[src/rtl/irq_prio_ctrl.sv]
module irq_prio_ctrl #(
  parameter int NUM_SRC   = 14,
  parameter int LVL_W     = 3,
  parameter int VEC_W     = 5,
  parameter int ADDR_W    = 4,
  parameter int DATA_W    = 16,
  parameter int FIRST_VEC = 4,
  parameter int GAP_POS   = 5,
  parameter int GAP_LEN   = 2
) (
  input  logic               clk,
  input  logic               rst_n,
  input  logic [13:0]        src_req,
  input  logic [ADDR_W-1:0]  bus_addr,
  input  logic               bus_we,
  input  logic [DATA_W-1:0]  bus_wdata,
  output logic [DATA_W-1:0]  bus_rdata,
  output logic               cpu_req,
  output logic [VEC_W-1:0]   cpu_vec,
  output logic [LVL_W-1:0]   cpu_lvl,
  input  logic               cpu_ack,
  input  logic [VEC_W-1:0]   cpu_ack_vec
);
  localparam int NUM_LREG  = (NUM_SRC + 1) / 2;
  localparam int A_EN      = 0;
  localparam int A_PEND    = 1;
  localparam int LREG_BASE = 2;
  localparam int HI_LSB    = 8;

  function automatic logic [VEC_W-1:0] vec_of(input int i);
    int v;
    v = (i < GAP_POS) ? FIRST_VEC + i : FIRST_VEC + GAP_LEN + i;
    return VEC_W'(v);
  endfunction

  logic [NUM_SRC-1:0] en_q, pend_q, elig;
  logic [LVL_W-1:0]   lvl_q [NUM_SRC];
  logic               win_ok;
  logic [VEC_W-1:0]   win_vec;
  logic [LVL_W-1:0]   win_lvl;

  wire wr_en   = bus_we && (bus_addr == ADDR_W'(A_EN));
  wire wr_pend = bus_we && (bus_addr == ADDR_W'(A_PEND));

  always_comb
    for (int i = 0; i < NUM_SRC; i++)
      elig[i] = pend_q[i] && en_q[i] && (lvl_q[i] != '0);

  always_comb begin
    win_ok  = 1'b0;
    win_vec = '0;
    win_lvl = '0;
    for (int i = NUM_SRC - 1; i >= 0; i--)
      if (elig[i] && lvl_q[i] >= win_lvl) begin
        win_ok  = 1'b1;
        win_vec = vec_of(i);
        win_lvl = lvl_q[i];
      end
  end

  always_ff @(posedge clk or negedge rst_n)
    if (!rst_n) begin
      cpu_req <= 1'b0;
      cpu_vec <= '0;
      cpu_lvl <= '0;
    end else begin
      cpu_req <= win_ok;
      cpu_vec <= win_vec;
      cpu_lvl <= win_lvl;
    end

  always_ff @(posedge clk or negedge rst_n)
    if (!rst_n) en_q <= '0;
    else if (wr_en) en_q <= bus_wdata[NUM_SRC-1:0];

  always_ff @(posedge clk or negedge rst_n)
    if (!rst_n) pend_q <= '0;
    else
      for (int i = 0; i < NUM_SRC; i++) begin
        if (cpu_ack && cpu_ack_vec == vec_of(i)) pend_q[i] <= 1'b0;
        if (wr_pend && bus_wdata[i])             pend_q[i] <= 1'b0;
        if (src_req[i])                          pend_q[i] <= 1'b1;
      end

  always_ff @(posedge clk or negedge rst_n)
    if (!rst_n) begin
      for (int i = 0; i < NUM_SRC; i++) lvl_q[i] <= '0;
    end else if (bus_we) begin
      for (int i = 0; i < NUM_SRC; i++)
        if (bus_addr == ADDR_W'(LREG_BASE + i / 2))
          lvl_q[i] <= (i % 2 == 1) ? bus_wdata[HI_LSB +: LVL_W] : bus_wdata[LVL_W-1:0];
    end

  always_comb begin
    bus_rdata = '0;
    if (bus_addr == ADDR_W'(A_EN))   bus_rdata[NUM_SRC-1:0] = en_q;
    if (bus_addr == ADDR_W'(A_PEND)) bus_rdata[NUM_SRC-1:0] = pend_q;
    for (int i = 0; i < NUM_SRC; i++)
      if (bus_addr == ADDR_W'(LREG_BASE + i / 2))
        bus_rdata[(i % 2) * HI_LSB +: LVL_W] = lvl_q[i];
  end

  AST_REQ_NONZERO_LVL: assert property (@(posedge clk) disable iff (!rst_n)
    cpu_req |-> cpu_lvl != '0);

  AST_IDLE_NO_REQ: assert property (@(posedge clk) disable iff (!rst_n)
    !(|elig) |=> !cpu_req);

  AST_VEC_IN_MAP: assert property (@(posedge clk) disable iff (!rst_n)
    cpu_req |-> (cpu_vec >= vec_of(0) && cpu_vec <= vec_of(NUM_SRC-1) &&
                 !(cpu_vec > vec_of(GAP_POS-1) && cpu_vec < vec_of(GAP_POS))));

  AST_LVL_NOT_BEATEN: assert property (@(posedge clk) disable iff (!rst_n)
    cpu_req && $stable(elig) && $stable(en_q) |-> cpu_lvl >= win_lvl);

  for (genvar g = 0; g < NUM_SRC; g++) begin : g_chk
    AST_PEND_SET: assert property (@(posedge clk) disable iff (!rst_n)
      src_req[g] |=> pend_q[g]);
    AST_PEND_HOLD: assert property (@(posedge clk) disable iff (!rst_n)
      pend_q[g] && !(cpu_ack && cpu_ack_vec == vec_of(g)) && !(wr_pend && bus_wdata[g])
      |=> pend_q[g]);
  end
endmodule

[config.mk]
export PLATFORM = sky130hd
export DESIGN_NAME = irq_prio_ctrl
export DESIGN_NICKNAME = d
export VERILOG_FILES = /design/src/rtl/irq_prio_ctrl.sv
export SDC_FILE = /design/constraint.sdc
export NUM_CORES = 1
export LEC_CHECK = 0
export BUFFER_PORTS_ARGS = -buffer_cell sky130_fd_sc_hd__buf_2
export CAP_MARGIN = 15
export CORE_MARGIN = 10
export CORE_UTILIZATION = 40
export DETAILED_ROUTE_END_ITERATION = 10
export GPL_ROUTABILITY_DRIVEN = 0
export GPL_TIMING_DRIVEN = 0
export PLACE_DENSITY = 0.55
export REMOVE_ABC_BUFFERS = 1
export SLEW_MARGIN = 15
export SYNTH_ARGS = -nofsm -noshare
export SYNTH_HDL_FRONTEND = slang
export SYNTH_SLANG_ARGS = --single-unit
[constraint.sdc]
create_clock -name clk -period 55 [get_ports clk]
set_input_delay 11 -clock clk [delete_from_list [all_inputs] [get_ports clk]]
set_output_delay 11 -clock clk [all_outputs]
set_load 0.01 [all_outputs]
==> impl_metrics.yaml, run 1 <==
outcome:
  status: "finished clean"
drt:
  drc: 0
  route.vias.total: 5065
  vias_per_cell: 5.95
  wl_um: 18200
  dr.pass1.iters: 6
  wl_per_cell_um: 21.4
  drtIter0Drc: 480
  ant_nets: 0
logic_synthesis:
  syn_area_per_cell_um2: 9.13
  synth_adder_area_share_pct: 5.04
  synthXorXnorAreaFrac_pct: 0
  synthCells: 612
  ys_warn_count: 0
  synth-simple-area-share_pct: 17.7
  synth_top_family_by_area: "compound AO/OA/AOI/OAI gates"
  synth-edff-count: 0
  netlist_area_um2: 5590
  synth_seq_area_share_pct: 35.4
  synthMuxAreaShare_pct: 13.7
  synth_seq_cells: 79
  synth-main-ff-cell: "dfrtp_1"
  ys_types: 77
  ys_async_sr_fraction_pct: 100
  synth_compound_gate_area_share_pct: 24.7
power_and_ir_drop:
  total_leakage_power_nw: 2.75
  ir_drop_uv: 19.6
  p_per_area_nw_per_um2: 51.1
timing:
  min_period_over_period_pct: 44.0
  max_freq_ghz: 0.0413
  hold_violations: 0
  setup_tns_ps: 0
  max_slew.worst_pin.slew_ps: 1150
  rsz0062_at_grt: "no"
  fin_crit_ps: 24190
  max-slew-margin-rel_pct: 23.1
  drv_slew: 0
  clock_skew_ps: 7.93
  final-setup-viol-count: 0
setup_path:
  critPathLaunchType: "input port"
  ff2ff_path_depth: 92
  crit_required_ps: 44000
  endpoint_kind: "primary output"
  cp_max_fo: 29
  crit_arrival_ps: 13190
  path_class: "input port to primary output"
clock_network:
  cts_max_level: 3
  cts_resized: 0
  tritoncts: "done"
  postCtsSetupBuffers: 0
  cts_buffer_depth: 2
  cts.sinks: 79
  ctsHoldBuffers: 0
  clk_latency_ps: 350
  cts_buffers: 9
  clkSlewWorstSetupHoldPaths_ps: 60
  cts-root-buf: "clkbuf_16"
global_route:
  overflow: 0
  grt_pass1_wl_um: 28200
  grtUsageTotal_pct: 18.4
  antenna_found_initial: 0
  grt_max_degree: 61
  grt_pass1_vias: 4917
finish:
  finalInstanceArea_um2: 6410
  diodes: 0
  fillers: 1358
  nets: 729
  drive_above_1_share_pct: 22.8
  synthToLayoutAreaGrowth_pct: 14.7
floorplanning:
  die-area_um2: 19100
  initial_utilization_pct: 40.6
  core_area_um2: 13800
  rows: 43
  io_pins: 68
  fp.dieH_um: 138
  die_w_um: 138
placed_design:
  dpl_cell_area_um2: 6070
  dp_hpwl_um: 13900
  port_buffers: 63
min_path:
  holdCritPathClass: "register to register"
  hold_depth: 1
run:
  maxCapViolCount: 0
[metal layers]
layer  GRT usage (%)  part of all wire, %  wire length, um
met5               0                    0                0
met1            24.5                   47             8610
met4            7.82                  3.0              541
met3            3.90                  5.4              988
met2            28.0                   44             8070
[worst paths after layout]
path | startpoint | end | slack [ps]
setup / recovery | bus_addr[0] | bus_rdata[8] | 30810
hold / removal | pend_q[2] | pend_q[2] | 520
setup reg to reg | pend_q[13] | cpu_vec[4] | 34540
hold reg to reg | pend_q[2] | pend_q[2] | 520
min in group asynchronous | rst_n | pend_q[5] | 10550
max in group asynchronous | rst_n | lvl_q[7] | 43850
[critical path, cell delays in order]
cell and delay, ps:
buf_2 620, nor2_1 360, and2_0 360, a22oi_1 260, o22ai_1 100, a221o_1 310, buf_2 160
[where the power goes]
| part | internal [mW] | leakage, nW | switching [mW] | total (mW) |
|---|---|---|---|---|
| combinational | 0.0757 | 1.68 | 0.0969 | 0.173 |
| sequential | 0.0713 | 0.912 | 0.0160 | 0.0873 |
| clock | 0.0422 | 0.158 | 0.0251 | 0.0673 |
| total | 0.189 | 2.75 | 0.138 | 0.327 |
[cell families after synthesis]
logic type,count (synthesis)
DFF,79
and+or+nand+nor,205
buffers and inverters,49
AOI/OAI and AO/OA,186
adders and majority gates,23
muxes,69
other,1
[sequential cells by signal, indices dropped and copies added, names as in the netlist]
signal	count
cpu_vec	5
lvl_q	42
en_q	14
cpu_req	1
cpu_lvl	3
pend_q	14
[cells in the final DEF (no fill, tap or decap), drive strengths merged, types with 9 or more instances in the layout]
master,instances
a21o,10
a21oi,16
a221o,9
a22oi,20
a31o,9
and2,11
buf,64
clkbuf,11
dfrtp,79
ha,20
inv,27
mux2,53
mux2i,16
nand2,69
nand2b,17
nand3,20
nor2,47
o21ai,47
[synth_stat cells, drive strengths merged (9+ instances only)]
master | count | area (um2)
a21o | 10 | 75.1
a21oi | 16 | 80.1
a221o | 9 | 90.1
a22oi | 20 | 155
a31o | 9 | 78.8
and2 | 11 | 68.8
clkbuf | 17 | 63.8
dfrtp | 79 | 1980
ha | 20 | 250
inv | 27 | 101
mux2 | 53 | 608
mux2i | 16 | 160
nand2 | 69 | 259
nand2b | 17 | 106
nand3 | 20 | 100
nor2 | 47 | 179
o21ai | 47 | 235
[metrics by stage]
stage	hold WS (ps)	setup slack, ps	total power [mW]	cells	utilization, %
CTS	513	30910	0.327	851	46.5
floorplan	465	31910	0.210	591	-
finish	521	30810	0.327	851	46.5
global route	539	30710	0.353	851	46.5
detailed placement	499	30910	0.258	835	44.1
global placement	496	30910	0.253	834	43.9
[area by class of cell]
class,count,area [um2],share of cell area (%)
Clock buffer,11,253,3.94
Clock inverter,5,80.1,1.25
Inverter,27,101,1.58
Multi-Input combinational cell,485,3430,53.5
Sequential cell,79,1980,30.9
Tap cell,180,225,3.51
Timing Repair Buffer,64,345,5.39
Power figures use the tool's default switching activity.
==> run 2, diff against run 1 <==
Settings changed: ABC_AREA set to 1, PLACE_DENSITY 0.55 to 0.58.
Clock period 55 ns to 20.7 ns, I/O delays scaled along.
==> run 2 against run 1 <==
Critical path type is now register to register. Utilization up 0.52 points. Non-clock buffer count up 1. Cell count up 14%. Critical path depth up 106. Register-to-register slack worse by 28000 ps. First-iteration DRC count down 23%. Setup slack worse by 25000 ps. Hold slack worse by 30 ps. Die area down 2.1%. Clock power up 130%. Sequential cell count unchanged.
==> impl_metrics.yaml, run 2 <==
outcome:
  status: "finished clean"
finish:
  diodes: 0
  synthToLayoutAreaGrowth_pct: 14.8
  final_cell_mix: "nand2_1 (157), inv_1 (116), o21ai_0 (90), dfrtp_1 (79), buf_2 (62)"
  fillers: 1338
  top_register: "lvl_q"
  final_util_pct: 47.0
  top_regs: "lvl_q: 42 flops, en_q: 14 flops, pend_q: 14 flops"
  drive_above_1_share_pct: 19.2
  finalInstanceArea_um2: 6250
  final_common_cell: "nand2_1"
  nets: 853
  regArea_um2: 1980
  largest_reg_flops: 42
  multiInputGateArea_um2: 2940
drt:
  vias_per_cell: 5.26
  drtIter0Drc: 371
  route.vias.total: 5094
  ant_nets: 0
  dr.pass1.iters: 5
  wl_um: 15900
  drc: 0
  wl_per_cell_um: 16.4
run:
  maxCapViolCount: 0
placed_design:
  dp_hpwl_um: 12400
  pre_cts_slack_ps: 6370
  port_buffers: 63
  dpl_cell_area_um2: 5970
floorplanning:
  rows: 42
  initial_utilization_pct: 41.0
  fp.dieH_um: 137
  die-area_um2: 18700
  io_pins: 68
  die_w_um: 137
  core_area_um2: 13300
logic_synthesis:
  synth_seq_cells: 79
  netlist_area_um2: 5450
  ys_async_sr_fraction_pct: 100
  ys_types: 45
  synth-edff-count: 0
  synth-main-ff-cell: "dfrtp_1"
  synth_common_cells: "nand2_1 (157), inv_1 (116), o21ai_0 (90)"
  synth_seq_area_share_pct: 36.3
  synth_area_leaders: "dfrtp_1 (36%), nand2_1 (11%), o21ai_0 (8.3%)"
  yosysMostFrequentCell: "nand2_1"
  synth_top_area_share_pct: 36.3
  ys_warn_count: 0
  syn_area_per_cell_um2: 7.49
  synthCells: 728
  yosysTopAreaCell: "dfrtp_1"
power_and_ir_drop:
  pwr-share-comb_pct: 50.0
  p_int_mw: 0.420
  clkPwrFrac_pct: 21.2
  power_switching_mw: 0.324
  p_per_area_nw_per_um2: 119
  p_seq_share_pct: 28.8
  ir_drop_uv: 46.9
  total_leakage_power_nw: 3.24
  swShare_pct: 43.5
setup_path:
  path_class: "register to register"
  critPathLaunchType: "register"
  crit_slowest_cell: "a211oi_1"
  crit_required_ps: 20920
  cpPeakStageDelay_ps: 510
  cp_max_fo: 8
  endpoint_kind: "register"
  path_common_cell: "inv_1"
  crit_arrival_ps: 14620
  ff2ff_path_depth: 113
min_path:
  holdCritPathClass: "register to register"
  hold_depth: 2
clock_network:
  cts_max_level: 3
  clkSlewWorstSetupHoldPaths_ps: 60
  cts.sinks: 79
  postCtsSetupBuffers: 0
  tritoncts: "done"
  cts-root-buf: "clkbuf_16"
  clk_latency_ps: 340
  cts_buffer_depth: 2
  ctsHoldBuffers: 0
  cts_resized: 0
  cts_buffers: 9
timing:
  max-slew-margin-rel_pct: 32.7
  hold_violations: 0
  max_slew.worst_pin.slew_ps: 1010
  rsz0062_at_grt: "no"
  clock_skew_ps: 7.78
  min_period_over_period_pct: 69.6
  layout_setup_ws_ps: 6300
  max_freq_ghz: 0.0694
  setup_tns_ps: 0
  final-setup-viol-count: 0
  drv_slew: 0
  fin_crit_ps: 14400
global_route:
  grt_pass1_wl_um: 25900
  overflow: 0
  grt_max_degree: 50
  grtUsageTotal_pct: 17.4
  grt_pass1_vias: 5042
  antenna_found_initial: 0
==> run 2: changes by cell type after synthesis, sizes merged, moves of 16 or more <==
cell    before  now
a22oi       20    0
inv         27  122
mux2i       16    0
nand2b      17    0
nand3       20   64
o21ai       47   99
mux2        53    1
nand2       69  188
==> run 2: cell type report <==
type	count	share of cell area [%]
Clock buffer	12	4.10
Clock inverter	1	0.480
Inverter	127	7.62
Multi-Input combinational cell	508	47.0
Sequential cell	79	31.6
Tap cell	176	3.52
Timing Repair Buffer	65	5.64
==> run 2: critical path: cells and delay by family, from the launching register on <==
kind / cells / cell delay, ps
DFF: 1 / 380
buffers and inverters: 26 / 1740
adders and majority gates: 13 / 3750
and+or+nand+nor: 52 / 5090
AOI/OAI and AO/OA: 22 / 3280
==> run 2: per-layer routing <==
metal | routed length [um] | vias up | share of wire [%] | GRT usage, %
met5 | 0 | - | 0 | 0
met4 | 535 | 0 | 3.4 | 7.81
met3 | 804 | 28 | 5.1 | 3.52
met2 | 7100 | 112 | 45 | 26.8
met1 | 7440 | 2420 | 47 | 23.0
li1 | - | 2534 | - | -
==> run 2: cell families after synthesis <==
group / Yosys count / synth area share, %
AO/OA/AOI/OAI: 169 / 20.0
adder cells (fa/ha/maj): 20 / 4.59
buffers and inverters: 142 / 9.92
flip-flops: 79 / 36.3
multiplexers: 1 / 0.207
other: 1 / 0.0688
AND/OR/NAND/NOR: 316 / 28.9
==> run 2: worst paths after layout <==
path,startpoint,to,slack [ps]
setup reg to reg,en_q[13],cpu_req,6300
hold / removal,en_q[10],en_q[10],490
hold reg to reg,en_q[10],en_q[10],490
max in group asynchronous,rst_n,lvl_q[21],16350
setup / recovery,en_q[13],cpu_req,6300
min in group asynchronous,rst_n,lvl_q[8],3750
==> run 2: power groups by stage <==
stage	logic [mW]	registers, mW	clock network [mW]
6_report	0.372	0.214	0.158
5_1_grt	0.425	0.219	0.166
4_1_cts	0.374	0.214	0.160
3_5_place_dp	0.372	0.216	0
3_3_place_gp	0.359	0.215	0
2_1_floorplan	0.285	0.213	0
==> run 2: per-stage QoR <==
stage	instances	hold WS [ps]	total power, mW
floorplan	714	453	0.497
global placement	953	467	0.575
detailed placement	955	474	0.589
CTS	968	487	0.748
global route	968	532	0.810
finish	968	492	0.744
==> run 3, diff against run 2 <==
Settings changed: PLACE_DENSITY 0.58 to 0.56.
Clock period 20.7 ns to 14.5 ns, I/O delays scaled along.
==> run 3 against run 2 <==
Global-route usage barely moved. Cell count rose by 1.3%. Combinational power rose by 58%. Register-to-register slack got worse by 5100 ps. Fmax rose by 7.9%. Largest power group unchanged. Highest routed layer unchanged.
==> impl_metrics.yaml, run 3 (same netlist as run 2, synthesis figures left out) <==
min_path:
  whs_endpoint: "en_q[0]"
  min-delay-start: "en_q[0]"
  holdCritPathClass: "register to register"
  hold_depth: 2
timing:
  drv_slew: 0
  max_freq_ghz: 0.0749
  max-slew-margin-rel_pct: 32.5
  min_period_over_period_pct: 92.0
  hold_violations: 0
  max_slew.worst_pin.slew_ps: 1010
  final-setup-viol-count: 0
  fin_crit_ps: 13350
  clock_skew_ps: 9.60
finish:
  drive_above_1_share_pct: 23.2
  nets: 863
  finalInstanceArea_um2: 6490
  largest_reg_flops: 42
  top_regs: "lvl_q: 42 flops, en_q: 14 flops, pend_q: 14 flops"
  top_register: "lvl_q"
  final_common_cell: "nand2_1"
  final_cell_mix: "nand2_1 (154), inv_1 (114), o21ai_0 (80), dfrtp_1 (79), buf_2 (62)"
  diodes: 0
  synthToLayoutAreaGrowth_pct: 19.1
setup_path:
  cpPeakStageDelay_ps: 360
  crit_arrival_ps: 13560
  critPathLaunchType: "register"
  ff2ff_path_depth: 120
  reg2reg_slack_ps: 1150
  r2r-end: "cpu_req"
  crit_required_ps: 14720
  cp_max_fo: 8
  r2r_start: "pend_q[13]"
  endpoint_kind: "register"
  crit_slowest_cell: "dfrtp_1"
  path_common_cell: "nand2_1"
  path_class: "register to register"
drt:
  drtIter0Drc: 280
  dr.pass1.iters: 5
  wl_per_cell_um: 16.5
  wl_um: 16200
  route.vias.total: 5122
  drc: 0
  met3_length_um: 1010
  ant_nets: 0
  wl_met1_um: 7380
  vias_per_cell: 5.22
  wl_met2_um: 7450
  top_layer_used: "met4"
floorplanning:
  core_area_um2: 13300
  fp.dieH_um: 137
  io_pins: 68
  initial_utilization_pct: 41.0
  die_w_um: 137
  die-area_um2: 18700
  rows: 42
global_route:
  grtUsageTotal_pct: 17.5
  grt_pass1_vias: 5015
  grt_max_degree: 50
  grt_pass1_wl_um: 25900
  antenna_found_initial: 0
  overflow: 0
outcome:
  status: "finished clean"
clock_network:
  cts_buffers: 9
  cts-root-buf: "clkbuf_16"
  clk_latency_ps: 340
  cts_max_level: 3
  clkSlewWorstSetupHoldPaths_ps: 70
  ctsHoldBuffers: 0
  cts.sinks: 79
  cts_buffer_depth: 2
  tritoncts: "done"
power_and_ir_drop:
  power.total_mw: 1.12
  ir_drop_uv: 55.4
  total_leakage_power_nw: 3.30
  p_per_area_nw_per_um2: 173
placed_design:
  port_buffers: 63
  dpl_cell_area_um2: 5970
  dp_hpwl_um: 12600
run:
  maxCapViolCount: 0
run 3: cell count changes in the layout (fill, tap and decap cells not counted), moves of 4 or more:
| cell | change |
|---|---|
| nand3_4 | +4 |
| o21ai_1 | +4 |
| buf_4 | +9 |
| o21ai_2 | +6 |
| o21ai_0 | -10 |
run 3: repair_timing:
item                       in CTS  in global routing
gates resized for setup         0                 41
setup endpoints to repair       0                  9
setup buffers                   0                 10
run 3: layout make-up:
class | count | area [um2]
Fill cell | 1329 | 6800
Multi-Input combinational cell | 508 | 3090
Sequential cell | 79 | 1980
Inverter | 127 | 479
Timing Repair Buffer | 75 | 432
Clock buffer | 9 | 225
Tap cell | 176 | 220
Clock inverter | 7 | 73.8
run 3: critical path: cells and delay by family (launching register included):
| family | cells | cell delay (ps) |
|---|---|---|
| and+or+nand+nor | 60 | 5490 |
| adders and majority gates | 13 | 3500 |
| AOI/OAI and AO/OA | 21 | 2210 |
| buffers and inverters | 26 | 1590 |
| DFF | 1 | 360 |
run 3: through the flow:
stage	setup WS, ps	utilization (%)	setup TNS, ps	hold slack, ps	cells
after floorplan	1920	-	0	453	714
after global placement	588	44.6	0	467	953
after detailed placement	101	44.9	0	475	955
after CTS	17.6	47.2	0	491	971
after global routing	-93.0	48.8	-194	518	981
final	1150	48.8	0	491	981
run 3: layer usage:
layer / global-route usage (%) / vias to the layer above
met5: 0 / -
met4: 6.21 / 0
met3: 4.36 / 20
met2: 27.1 / 144
met1: 23.0 / 2394
li1: - / 2564
run 3: how the worst max path moves through the flow:
stage,from,to,slack [ps],cells after the start
floorplan,lvl_q[1],cpu_req,1920,116
global placement,lvl_q[2],cpu_req,590,116
detailed placement,pend_q[13],cpu_req,100,116
CTS,en_q[13],cpu_req,20,116
global route,pend_q[13],cpu_vec[4],-90,120
finish,pend_q[13],cpu_req,1150,120
run 3: where the power goes:
group | leakage, nW | total (mW) | switching [mW] | internal (mW)
logic | 2.21 | 0.587 | 0.367 | 0.220
clock network | 0.145 | 0.229 | 0.0951 | 0.134
registers | 0.945 | 0.306 | 0.0400 | 0.266
total | 3.30 | 1.12 | 0.502 | 0.620
